## src/rtl/tws_pkg.sv

```systemverilog
package tws_pkg;
   localparam int BYTE_W        = 8;
   localparam int IDX_W         = 5;
   localparam int TIME_CNT      = 7;
   localparam int CLK_BURST_LEN = 8;
   localparam int REG_CNT       = 19;
   localparam logic [IDX_W-1:0] IDX_BURST = 5'd31;
   localparam logic [IDX_W-1:0] IDX_CTRL  = 5'd7;

   typedef enum logic [1:0] {PH_CMD, PH_WRITE, PH_READ, PH_DONE} phase_t;

   typedef struct packed {
      logic             valid;
      logic             ram;
      logic [IDX_W-1:0] idx;
      logic             rd;
   } cmd_t;

   function automatic logic [BYTE_W-1:0] reg_init(input int i);
      case (i)
         3, 4, 5: return 8'h01;
         6:       return 8'h70;
         9:       return 8'h19;
         12, 13:  return 8'h7F;
         14:      return 8'hBF;
         15:      return 8'h3F;
         16:      return 8'h1F;
         17:      return 8'h07;
         18:      return 8'hFF;
         default: return 8'h00;
      endcase
   endfunction

   function automatic logic reg_reserved(input int i);
      return (i == 8) || (i == 11);
   endfunction

   function automatic logic reg_direct(input int i);
      return (i == 9) || (i == 10) || ((i >= 12) && (i < REG_CNT));
   endfunction
endpackage

```

## src/rtl/tws_line_sync.sv

```systemverilog
module tws_line_sync #(
   parameter int STAGES = 2,
   parameter int LINES  = 3
) (
   input  logic             clk,
   input  logic             rst_n,
   input  logic [LINES-1:0] din,
   output logic [LINES-1:0] dout
);
   generate
      if (STAGES < 2) begin : g_bad_stages
         $error("tws_line_sync: STAGES must be at least 2");
      end
      for (genvar l = 0; l < LINES; l++) begin : g_line
         logic [STAGES-1:0] pipe;
         always_ff @(posedge clk or negedge rst_n) begin
            if (!rst_n) pipe <= '0;
            else        pipe <= {pipe[STAGES-2:0], din[l]};
         end
         assign dout[l] = pipe[STAGES-1];
      end
   endgenerate
endmodule

```

## src/rtl/tws_frame.sv

```systemverilog
module tws_frame
   import tws_pkg::*;
#(
   parameter int RAM_DEPTH = 31
) (
   input  logic              clk,
   input  logic              rst_n,
   input  logic              cs_s,
   input  logic              sck_s,
   input  logic              sd_s,
   input  logic [BYTE_W-1:0] rd_data,
   output logic              rd_ram,
   output logic [IDX_W-1:0]  rd_idx,
   output logic              wr_en,
   output logic              wr_ram,
   output logic              wr_burst,
   output logic [IDX_W-1:0]  wr_idx,
   output logic [BYTE_W-1:0] wr_data,
   output logic              commit,
   output logic              commit_full,
   output logic              sd_o,
   output logic              sd_oe
);
   localparam int SPAN  = (RAM_DEPTH > CLK_BURST_LEN) ? RAM_DEPTH : CLK_BURST_LEN;
   localparam int CNT_W = $clog2(SPAN + 1);

   generate
      if (RAM_DEPTH < 1 || RAM_DEPTH > 31) begin : g_bad_depth
         $error("tws_frame: RAM_DEPTH must lie in 1..31");
      end
   endgenerate

   phase_t            phase;
   logic [2:0]        bitcnt;
   logic [BYTE_W-1:0] shreg;
   logic [CNT_W-1:0]  bcnt;
   logic              cmd_ram;
   logic [IDX_W-1:0]  cmd_idx;
   logic              full_q;
   logic              cs_prev, sck_prev;

   logic              sck_rise, sck_fall, cs_fall;
   logic [BYTE_W-1:0] nxt;
   cmd_t              dec;
   logic              is_burst;
   logic [CNT_W-1:0]  lim_m1;

   assign sck_rise = sck_s & ~sck_prev;
   assign sck_fall = ~sck_s & sck_prev;
   assign cs_fall  = ~cs_s & cs_prev;
   assign nxt      = {sd_s, shreg[BYTE_W-1:1]};
   assign dec      = cmd_t'(nxt);
   assign is_burst = (cmd_idx == IDX_BURST);
   assign lim_m1   = cmd_ram ? CNT_W'(RAM_DEPTH - 1) : CNT_W'(CLK_BURST_LEN - 1);
   assign rd_ram   = cmd_ram;
   assign rd_idx   = is_burst ? IDX_W'(bcnt) : cmd_idx;

   always_ff @(posedge clk or negedge rst_n) begin
      if (!rst_n) begin
         phase       <= PH_CMD;
         bitcnt      <= '0;
         shreg       <= '0;
         bcnt        <= '0;
         cmd_ram     <= 1'b0;
         cmd_idx     <= '0;
         full_q      <= 1'b0;
         cs_prev     <= 1'b0;
         sck_prev    <= 1'b0;
         wr_en       <= 1'b0;
         wr_ram      <= 1'b0;
         wr_burst    <= 1'b0;
         wr_idx      <= '0;
         wr_data     <= '0;
         commit      <= 1'b0;
         commit_full <= 1'b0;
         sd_o        <= 1'b0;
         sd_oe       <= 1'b0;
      end else begin
         cs_prev  <= cs_s;
         sck_prev <= sck_s;
         wr_en    <= 1'b0;
         commit   <= 1'b0;
         if (!cs_s) begin
            phase  <= PH_CMD;
            bitcnt <= '0;
            bcnt   <= '0;
            sd_oe  <= 1'b0;
            if (cs_fall) begin
               commit      <= 1'b1;
               commit_full <= full_q;
            end
            full_q <= 1'b0;
         end else if (sck_rise) begin
            sd_oe  <= 1'b0;
            shreg  <= nxt;
            bitcnt <= bitcnt + 3'd1;
            if (bitcnt == 3'd7) begin
               unique case (phase)
                  PH_CMD: begin
                     cmd_ram <= dec.ram;
                     cmd_idx <= dec.idx;
                     if (!dec.valid)  phase <= PH_DONE;
                     else if (dec.rd) phase <= PH_READ;
                     else             phase <= PH_WRITE;
                  end
                  PH_WRITE: begin
                     wr_en    <= 1'b1;
                     wr_data  <= nxt;
                     wr_ram   <= cmd_ram;
                     wr_burst <= is_burst & ~cmd_ram;
                     wr_idx   <= rd_idx;
                     if (!is_burst) begin
                        phase <= PH_DONE;
                     end else begin
                        bcnt <= bcnt + 1'b1;
                        if (bcnt == lim_m1) begin
                           phase <= PH_DONE;
                           if (!cmd_ram) full_q <= 1'b1;
                        end
                     end
                  end
                  PH_READ: begin
                     if (is_burst) begin
                        bcnt <= bcnt + 1'b1;
                        if (bcnt == lim_m1) phase <= PH_DONE;
                     end
                  end
                  default: ;
               endcase
            end
         end else if (sck_fall && phase == PH_READ) begin
            sd_oe <= 1'b1;
            sd_o  <= rd_data[bitcnt];
         end
      end
   end

   p_release_cs_r3: assert property (@(posedge clk) disable iff (!rst_n)
      !cs_s |=> !sd_oe);
   p_release_rise_r3: assert property (@(posedge clk) disable iff (!rst_n)
      (cs_s && sck_rise) |=> !sd_oe);
   p_drive_on_fall_r3: assert property (@(posedge clk) disable iff (!rst_n)
      $rose(sd_oe) |-> $past(sck_fall));
   p_commit_on_cs_fall_r10: assert property (@(posedge clk) disable iff (!rst_n)
      commit |-> !cs_s);
endmodule

```

## src/rtl/tws_regfile.sv

```systemverilog
module tws_regfile
   import tws_pkg::*;
(
   input  logic              clk,
   input  logic              rst_n,
   input  logic              wr_en,
   input  logic              wr_ram,
   input  logic              wr_burst,
   input  logic [IDX_W-1:0]  wr_idx,
   input  logic [BYTE_W-1:0] wr_data,
   input  logic              commit,
   input  logic              commit_full,
   input  logic [IDX_W-1:0]  rd_idx,
   output logic [BYTE_W-1:0] rd_data,
   output logic              wp
);
   logic [REG_CNT-1:0][BYTE_W-1:0]       regs;
   logic [CLK_BURST_LEN-1:0][BYTE_W-1:0] bbuf;
   logic                                 stg_valid;
   logic [2:0]                           stg_idx;
   logic [BYTE_W-1:0]                    stg_data;

   assign wp = regs[IDX_CTRL][BYTE_W-1];

   always_ff @(posedge clk or negedge rst_n) begin
      if (!rst_n) begin
         for (int i = 0; i < REG_CNT; i++) regs[i] <= reg_init(i);
         bbuf      <= '0;
         stg_valid <= 1'b0;
         stg_idx   <= '0;
         stg_data  <= '0;
      end else begin
         if (wr_en && !wr_ram) begin
            if (wr_burst) begin
               bbuf[wr_idx[2:0]] <= wr_data;
            end else if (wr_idx == IDX_CTRL) begin
               regs[IDX_CTRL] <= {wr_data[BYTE_W-1], {(BYTE_W-1){1'b0}}};
            end else if (!wp) begin
               if (wr_idx < IDX_W'(TIME_CNT)) begin
                  stg_valid <= 1'b1;
                  stg_idx   <= wr_idx[2:0];
                  stg_data  <= wr_data;
               end
               for (int i = TIME_CNT + 1; i < REG_CNT; i++)
                  if (wr_idx == IDX_W'(i) && reg_direct(i)) regs[i] <= wr_data;
            end
         end
         if (commit) begin
            stg_valid <= 1'b0;
            if (stg_valid) regs[stg_idx] <= stg_data;
            if (commit_full) begin
               if (!wp)
                  for (int i = 0; i < TIME_CNT; i++) regs[i] <= bbuf[i];
               regs[IDX_CTRL] <= {bbuf[CLK_BURST_LEN-1][BYTE_W-1], {(BYTE_W-1){1'b0}}};
            end
         end
      end
   end

   always_comb begin
      rd_data = '0;
      for (int i = 0; i < REG_CNT; i++)
         if (rd_idx == IDX_W'(i) && !reg_reserved(i)) rd_data = regs[i];
   end

   p_time_hold_r10: assert property (@(posedge clk) disable iff (!rst_n)
      !commit |=> $stable(regs[TIME_CNT-1:0]));
   p_wp_locks_regs_r11: assert property (@(posedge clk) disable iff (!rst_n)
      wp |=> $stable(regs[REG_CNT-1:IDX_CTRL+1]));
   p_short_burst_r6: assert property (@(posedge clk) disable iff (!rst_n)
      (commit && !commit_full && !stg_valid) |=> $stable(regs[TIME_CNT-1:0]));
endmodule

```

## src/rtl/tws_ram.sv

```systemverilog
module tws_ram
   import tws_pkg::*;
#(
   parameter int DEPTH = 31,
   parameter bit CLEAR = 1'b1
) (
   input  logic              clk,
   input  logic              rst_n,
   input  logic              we,
   input  logic              wp,
   input  logic [IDX_W-1:0]  widx,
   input  logic [BYTE_W-1:0] wdata,
   input  logic [IDX_W-1:0]  ridx,
   output logic [BYTE_W-1:0] rdata
);
   logic [DEPTH-1:0][BYTE_W-1:0] mem;
   logic                         write_ok;

   assign write_ok = we & ~wp;

   generate
      if (CLEAR) begin : g_clear
         always_ff @(posedge clk or negedge rst_n) begin
            if (!rst_n) mem <= '0;
            else if (write_ok)
               for (int i = 0; i < DEPTH; i++)
                  if (widx == IDX_W'(i)) mem[i] <= wdata;
         end
      end else begin : g_keep
         always_ff @(posedge clk) begin
            if (write_ok)
               for (int i = 0; i < DEPTH; i++)
                  if (widx == IDX_W'(i)) mem[i] <= wdata;
         end
      end
   endgenerate

   always_comb begin
      rdata = '0;
      for (int i = 0; i < DEPTH; i++)
         if (ridx == IDX_W'(i)) rdata = mem[i];
   end

   p_ram_locked_r11: assert property (@(posedge clk) disable iff (!rst_n)
      wp |=> $stable(mem));
   p_ram_range_r7: assert property (@(posedge clk) disable iff (!rst_n)
      (we && int'(widx) >= DEPTH) |=> $stable(mem));
endmodule

```

## src/rtl/tws_reg_slave.sv

```systemverilog
module tws_reg_slave
   import tws_pkg::*;
#(
   parameter int SYNC_STAGES = 2,
   parameter int RAM_DEPTH   = 31,
   parameter bit RAM_CLEAR   = 1'b1
) (
   input  logic clk,
   input  logic rst_n,
   input  logic cs_i,
   input  logic sck_i,
   input  logic sd_i,
   output logic sd_o,
   output logic sd_oe
);
   logic [2:0]        lines_s;
   logic              rd_ram, wr_en, wr_ram, wr_burst, commit, commit_full, wp;
   logic [IDX_W-1:0]  rd_idx, wr_idx;
   logic [BYTE_W-1:0] wr_data, rd_data, reg_q, ram_q;

   tws_line_sync #(.STAGES(SYNC_STAGES), .LINES(3)) u_sync (
      .clk  (clk),
      .rst_n(rst_n),
      .din  ({sd_i, sck_i, cs_i}),
      .dout (lines_s)
   );

   tws_frame #(.RAM_DEPTH(RAM_DEPTH)) u_frame (
      .clk        (clk),
      .rst_n      (rst_n),
      .cs_s       (lines_s[0]),
      .sck_s      (lines_s[1]),
      .sd_s       (lines_s[2]),
      .rd_data    (rd_data),
      .rd_ram     (rd_ram),
      .rd_idx     (rd_idx),
      .wr_en      (wr_en),
      .wr_ram     (wr_ram),
      .wr_burst   (wr_burst),
      .wr_idx     (wr_idx),
      .wr_data    (wr_data),
      .commit     (commit),
      .commit_full(commit_full),
      .sd_o       (sd_o),
      .sd_oe      (sd_oe)
   );

   tws_regfile u_regs (
      .clk        (clk),
      .rst_n      (rst_n),
      .wr_en      (wr_en),
      .wr_ram     (wr_ram),
      .wr_burst   (wr_burst),
      .wr_idx     (wr_idx),
      .wr_data    (wr_data),
      .commit     (commit),
      .commit_full(commit_full),
      .rd_idx     (rd_idx),
      .rd_data    (reg_q),
      .wp         (wp)
   );

   tws_ram #(.DEPTH(RAM_DEPTH), .CLEAR(RAM_CLEAR)) u_ram (
      .clk  (clk),
      .rst_n(rst_n),
      .we   (wr_en & wr_ram),
      .wp   (wp),
      .widx (wr_idx),
      .wdata(wr_data),
      .ridx (rd_idx),
      .rdata(ram_q)
   );

   assign rd_data = rd_ram ? ram_q : reg_q;
endmodule

```

## config.mk

```make
export PLATFORM = sky130hd
export DESIGN_NAME = tws_reg_slave
export DESIGN_NICKNAME = d
export VERILOG_FILES = /design/src/rtl/tws_pkg.sv /design/src/rtl/tws_line_sync.sv /design/src/rtl/tws_frame.sv /design/src/rtl/tws_regfile.sv /design/src/rtl/tws_ram.sv /design/src/rtl/tws_reg_slave.sv
export SDC_FILE = /design/constraint.sdc
export NUM_CORES = 1
export LEC_CHECK = 0
export BUFFER_PORTS_ARGS = -buffer_cell sky130_fd_sc_hd__clkbuf_2
export CAP_MARGIN = 20
export CORE_UTILIZATION = 52
export CTS_CLUSTER_DIAMETER = 30
export DETAILED_ROUTE_END_ITERATION = 10
export PLACE_DENSITY = 0.67
export SYNTH_ARGS = -nofsm -noshare
export SYNTH_HDL_FRONTEND = slang
export SYNTH_HIERARCHICAL = 1
export SYNTH_SLANG_ARGS = --single-unit
```

## constraint.sdc

```tcl
create_clock -name clk -period 6.22 [get_ports clk]
set_input_delay 1.244 -clock clk [delete_from_list [all_inputs] [get_ports clk]]
set_output_delay 1.244 -clock clk [all_outputs]
set_load 0.01 [all_outputs]
```

==> flow_summary_export.csv <==
group,metric,value,unit
outcome,status,"completed",
sta,max_freq,211,MHz
worst_hold_path,worstHoldPathCells,0,
sta,finalClockSkew,0.0315,ns
grt,grt_pass1_wl,120000,um
clocking,ctsLongestPathBuffers,3,
sta,final.min_clock_period,4.74,ns
power,netSwitchingFraction,0.217,
worst_setup_path,rr_startpoint,"u_frame/cmd_idx[2]$_DFFE_PN0P_",
sta,timing.slew.headroom,0.191,
finish,drive_above_1_share,0.339,
grt,overflow,0,
worst_setup_path,critPathLaunchType,"register",
power,power.share.combinational,0.010,
synth,synth-warning-count,6,
grt,grt_max_degree,129,
grt,number_of_antenna_violations_at_the_first_check_in_global_routing,1,
synth,gate_count_of_the_mapped_netlist,2214,
clocking,ctsRootBufferMaster,"clkbuf_16",
placement,port_buffers,6,
power,vdd_ir_drop_max,238,uV
sta,final.setup.tns,0,ns
clocking,h-tree-depth,3,
sta,final_min_period_over_clock_period,0.762,
worst_hold_path,hold_path.startpoint,"u_sync/g_line[1].pipe[0]$_DFF_PN0_",
finish,mostFrequentLayoutCell,"dfrtp_1",
clocking,clk_pin_slew_worst_paths,0.05,ns
detailed_routing,dr_total_vias,18771,
die,start_util,0.526,
synth,synth.distinct_cells,102,
detailed_routing,routed-wl-met2,36600,um
synth,number_of_synthesized_register_bits,505,
finish,commonest_non_fill_non_tap_cells_in_the_layout,"445 x dfrtp_1, 407 x mux2_2, 197 x nand2_1",
detailed_routing,drt_first_pass_iters,8,
worst_setup_path,setup.worst_path.class,"reg2reg",
power,net-switching-power,2070,uW
synth,avgSynthCellArea,11.3,sq um
clocking,cts_resized,0,
worst_setup_path,worst-endpoint-required,6.74,ns
worst_setup_path,cp.arrival,5.27,ns
grt,grt_pass1_vias,19044,
synth,number_of_synthesized_flops_with_an_enable_pin,0,
detailed_routing,detail-route-antenna-nets,0,
placement,dp_hpwl,49300,um
finish,fillcell_total,3763,
clocking,total_cts_buffers,112,
worst_hold_path,worstHoldEndpoint,"u_sync/g_line[1].pipe[1]$_DFF_PN0_",
synth,mappedNetlistArea,25100,sq um
synth,ys_async_sr_fraction,1.00,
clocking,cts-hold-fix-buffers,0,
placement,post-place-cells,2707,
clocking,worst_skew_pair.late_latency,0.66,ns
synth,yosysSeqAreaShare,0.506,
synth,synth_fp_nets,2226,
power,power.share.clock,0.637,
detailed_routing,drc,0,
power,internal-power,7440,uW
detailed_routing,wl_met1,32700,um
die,dieHeight,222,um
clocking,cts_num_sinks,505,
grt,global_route_usage_over_all_layers,0.321,
sta,fin_worst_hold_slack,0.344,ns
detailed_routing,wl_per_cell,26.7,um
sta,timing_max_transition_violations_final,0,
die,row_count,80,
power,p_leak,0.0132,uW
detailed_routing,detail_route.vias_per_cell,6.42,
finish,multi_input_area,11600,sq um
synth,synth_ff_type,"dfrtp_1",
detailed_routing,met3_wire_len,4990,um
power,power.sequential.fraction,0.352,
worst_hold_path,worst_hold_class,"reg2reg",
sta,tightest_slew,1.21,ns
worst_setup_path,end_kind,"register",
worst_setup_path,cp_max_fo,33,
die,die_area,49200,sq um
flow_run,number_of_max_cap_violations,0,
finish,syn_to_final_growth,17.5,%
worst_setup_path,reg2regPathDepth,13,
die,fp.dieW,222,um
detailed_routing,drt_iter0_drc,1764,
power,power_density,322,nW/um^2
finish,design.final.nets,2221,
sta,setup_viol,0,
worst_setup_path,r2r_end,"u_frame/sd_o$_DFFE_PN0P_",
detailed_routing,detail_route.wirelength,78100,um
finish,number_of_inserted_diodes,0,
finish,register_area,12700,sq um
worst_setup_path,r2r_slack,1.48,ns
die,core,47700,sq um
sta,setup_repair_after_global_routing_missed_its_margin,"false",
clocking,post_cts_repair_setup_buffers,0,
clocking,tritoncts_clock_tree,"done",
placement,place.gp.congestion,0.988,
detailed_routing,highest-signal-layer,"met5",
finish,finished_layout_cells,2924,
die,io_pins,7,
sta,final_hold_violation_count,0,
## how the worst max path moves through the flow
stage | cells past startpoint | to | slack, ns | startpoint
floorplan | 13 | u_frame/sd_o$_DFFE_PN0P_ | 2.71 | u_frame/cmd_idx[2]$_DFFE_PN0P_
global placement | 14 | u_frame/sd_o$_DFFE_PN0P_ | 1.63 | u_frame/cmd_idx[2]$_DFFE_PN0P_
detailed placement | 13 | u_frame/sd_o$_DFFE_PN0P_ | 1.56 | u_frame/cmd_idx[2]$_DFFE_PN0P_
CTS | 13 | u_frame/sd_o$_DFFE_PN0P_ | 1.53 | u_frame/cmd_idx[2]$_DFFE_PN0P_
global route | 13 | u_frame/sd_o$_DFFE_PN0P_ | 1.23 | u_frame/cmd_idx[2]$_DFFE_PN0P_
finish | 13 | u_frame/sd_o$_DFFE_PN0P_ | 1.48 | u_frame/cmd_idx[2]$_DFFE_PN0P_
## final cells by class
class / instances / share of cell area
Tap cell: 615 / 0.0261
Timing Repair Buffer: 44 / 0.0134
Clock inverter: 69 / 0.0284
Inverter: 22 / 0.00280
Clock buffer: 145 / 0.106
Multi-Input combinational cell: 1524 / 0.393
Sequential cell: 505 / 0.431
## layer usage
| metal | vias to the layer above | global-route usage |
|---|---|---|
| li1 | 8107 | - |
| met1 | 9633 | 0.427 |
| met2 | 802 | 0.508 |
| met3 | 227 | 0.0620 |
| met4 | 2 | 0.152 |
| met5 | - | 0 |
## synth_stat cells, types with 16 or more instances
master    number  area [sq um]
inv_1         21          78.8
buf_2         44           220
dfstp_2       52          1370
clkbuf_1      89           334
nand2b_1      36           225
o21ai_0      138           691
a22oi_1       18           135
nor2b_1       35           219
a21oi_1      128           641
nand3b_1      16           120
nand3_1       32           160
mux2_2       407          4580
nor3_1        17          85.1
dfrtp_1      453         11300
mux2i_1       44           440
buf_4         18           135
nor2_1        98           368
nand2_1      197           739
o22ai_1       27           169
## stage by stage
stage	total power [uW]	instance area, sq um	setup slack (ns)	utilization
after floorplan	3410	25100	2.71	-
after global placement	3500	25500	1.63	0.534
after detailed placement	3500	25500	1.56	0.534
after CTS	9570	29500	1.53	0.618
after global routing	9760	29500	1.23	0.618
final	9510	29500	1.48	0.618
## logic make-up after synthesis
logic type               synth area share
flip-flops                          0.506
buffers and inverters              0.0345
adder cells (fa/ha/maj)           0.00349
AND/OR/NAND/NOR                     0.113
XOR/XNOR                          0.00105
AO/OA/AOI/OAI                       0.130
multiplexers                        0.212
## power by group through the flow
stage | Clock [uW] | Combinational (uW) | Sequential (uW)
after global placement | 0 | 102 | 3400
after global routing | 6290 | 115 | 3350
after detailed placement | 0 | 104 | 3400
after floorplan | 0 | 29.7 | 3380
final | 6060 | 99.5 | 3350
after CTS | 6120 | 104 | 3350
## critical path: stages, from the launching register on
cell and delay (ns):
dfrtp_1 0.41, and4_2 0.30, nand2_1 0.23, o21a_2 0.80, and2_1 0.35, nand2_1 0.28
a211o_1 0.43, a31oi_1 0.26, o211ai_1 0.13, o311a_1 0.42, mux2_4 0.27, mux4_2 0.46
mux2i_1 0.14, o21ai_0 0.10
## state kept, by name, summed over array words and instances, names as in the netlist, 2 cells and up
name / count
u_frame/shreg: 7
u_ram/mem: 248
u_sync/g_line.pipe: 6
u_frame/cmd_idx: 5
u_regs/bbuf: 57
u_frame/wr_idx: 5
u_frame/wr_data: 8
u_frame/bcnt: 5
u_frame/phase: 2
u_regs/regs: 135
u_frame/bitcnt: 3
u_regs/stg_data: 8
u_regs/stg_idx: 3
No activity file was read; power rests on OpenSTA's default activity.
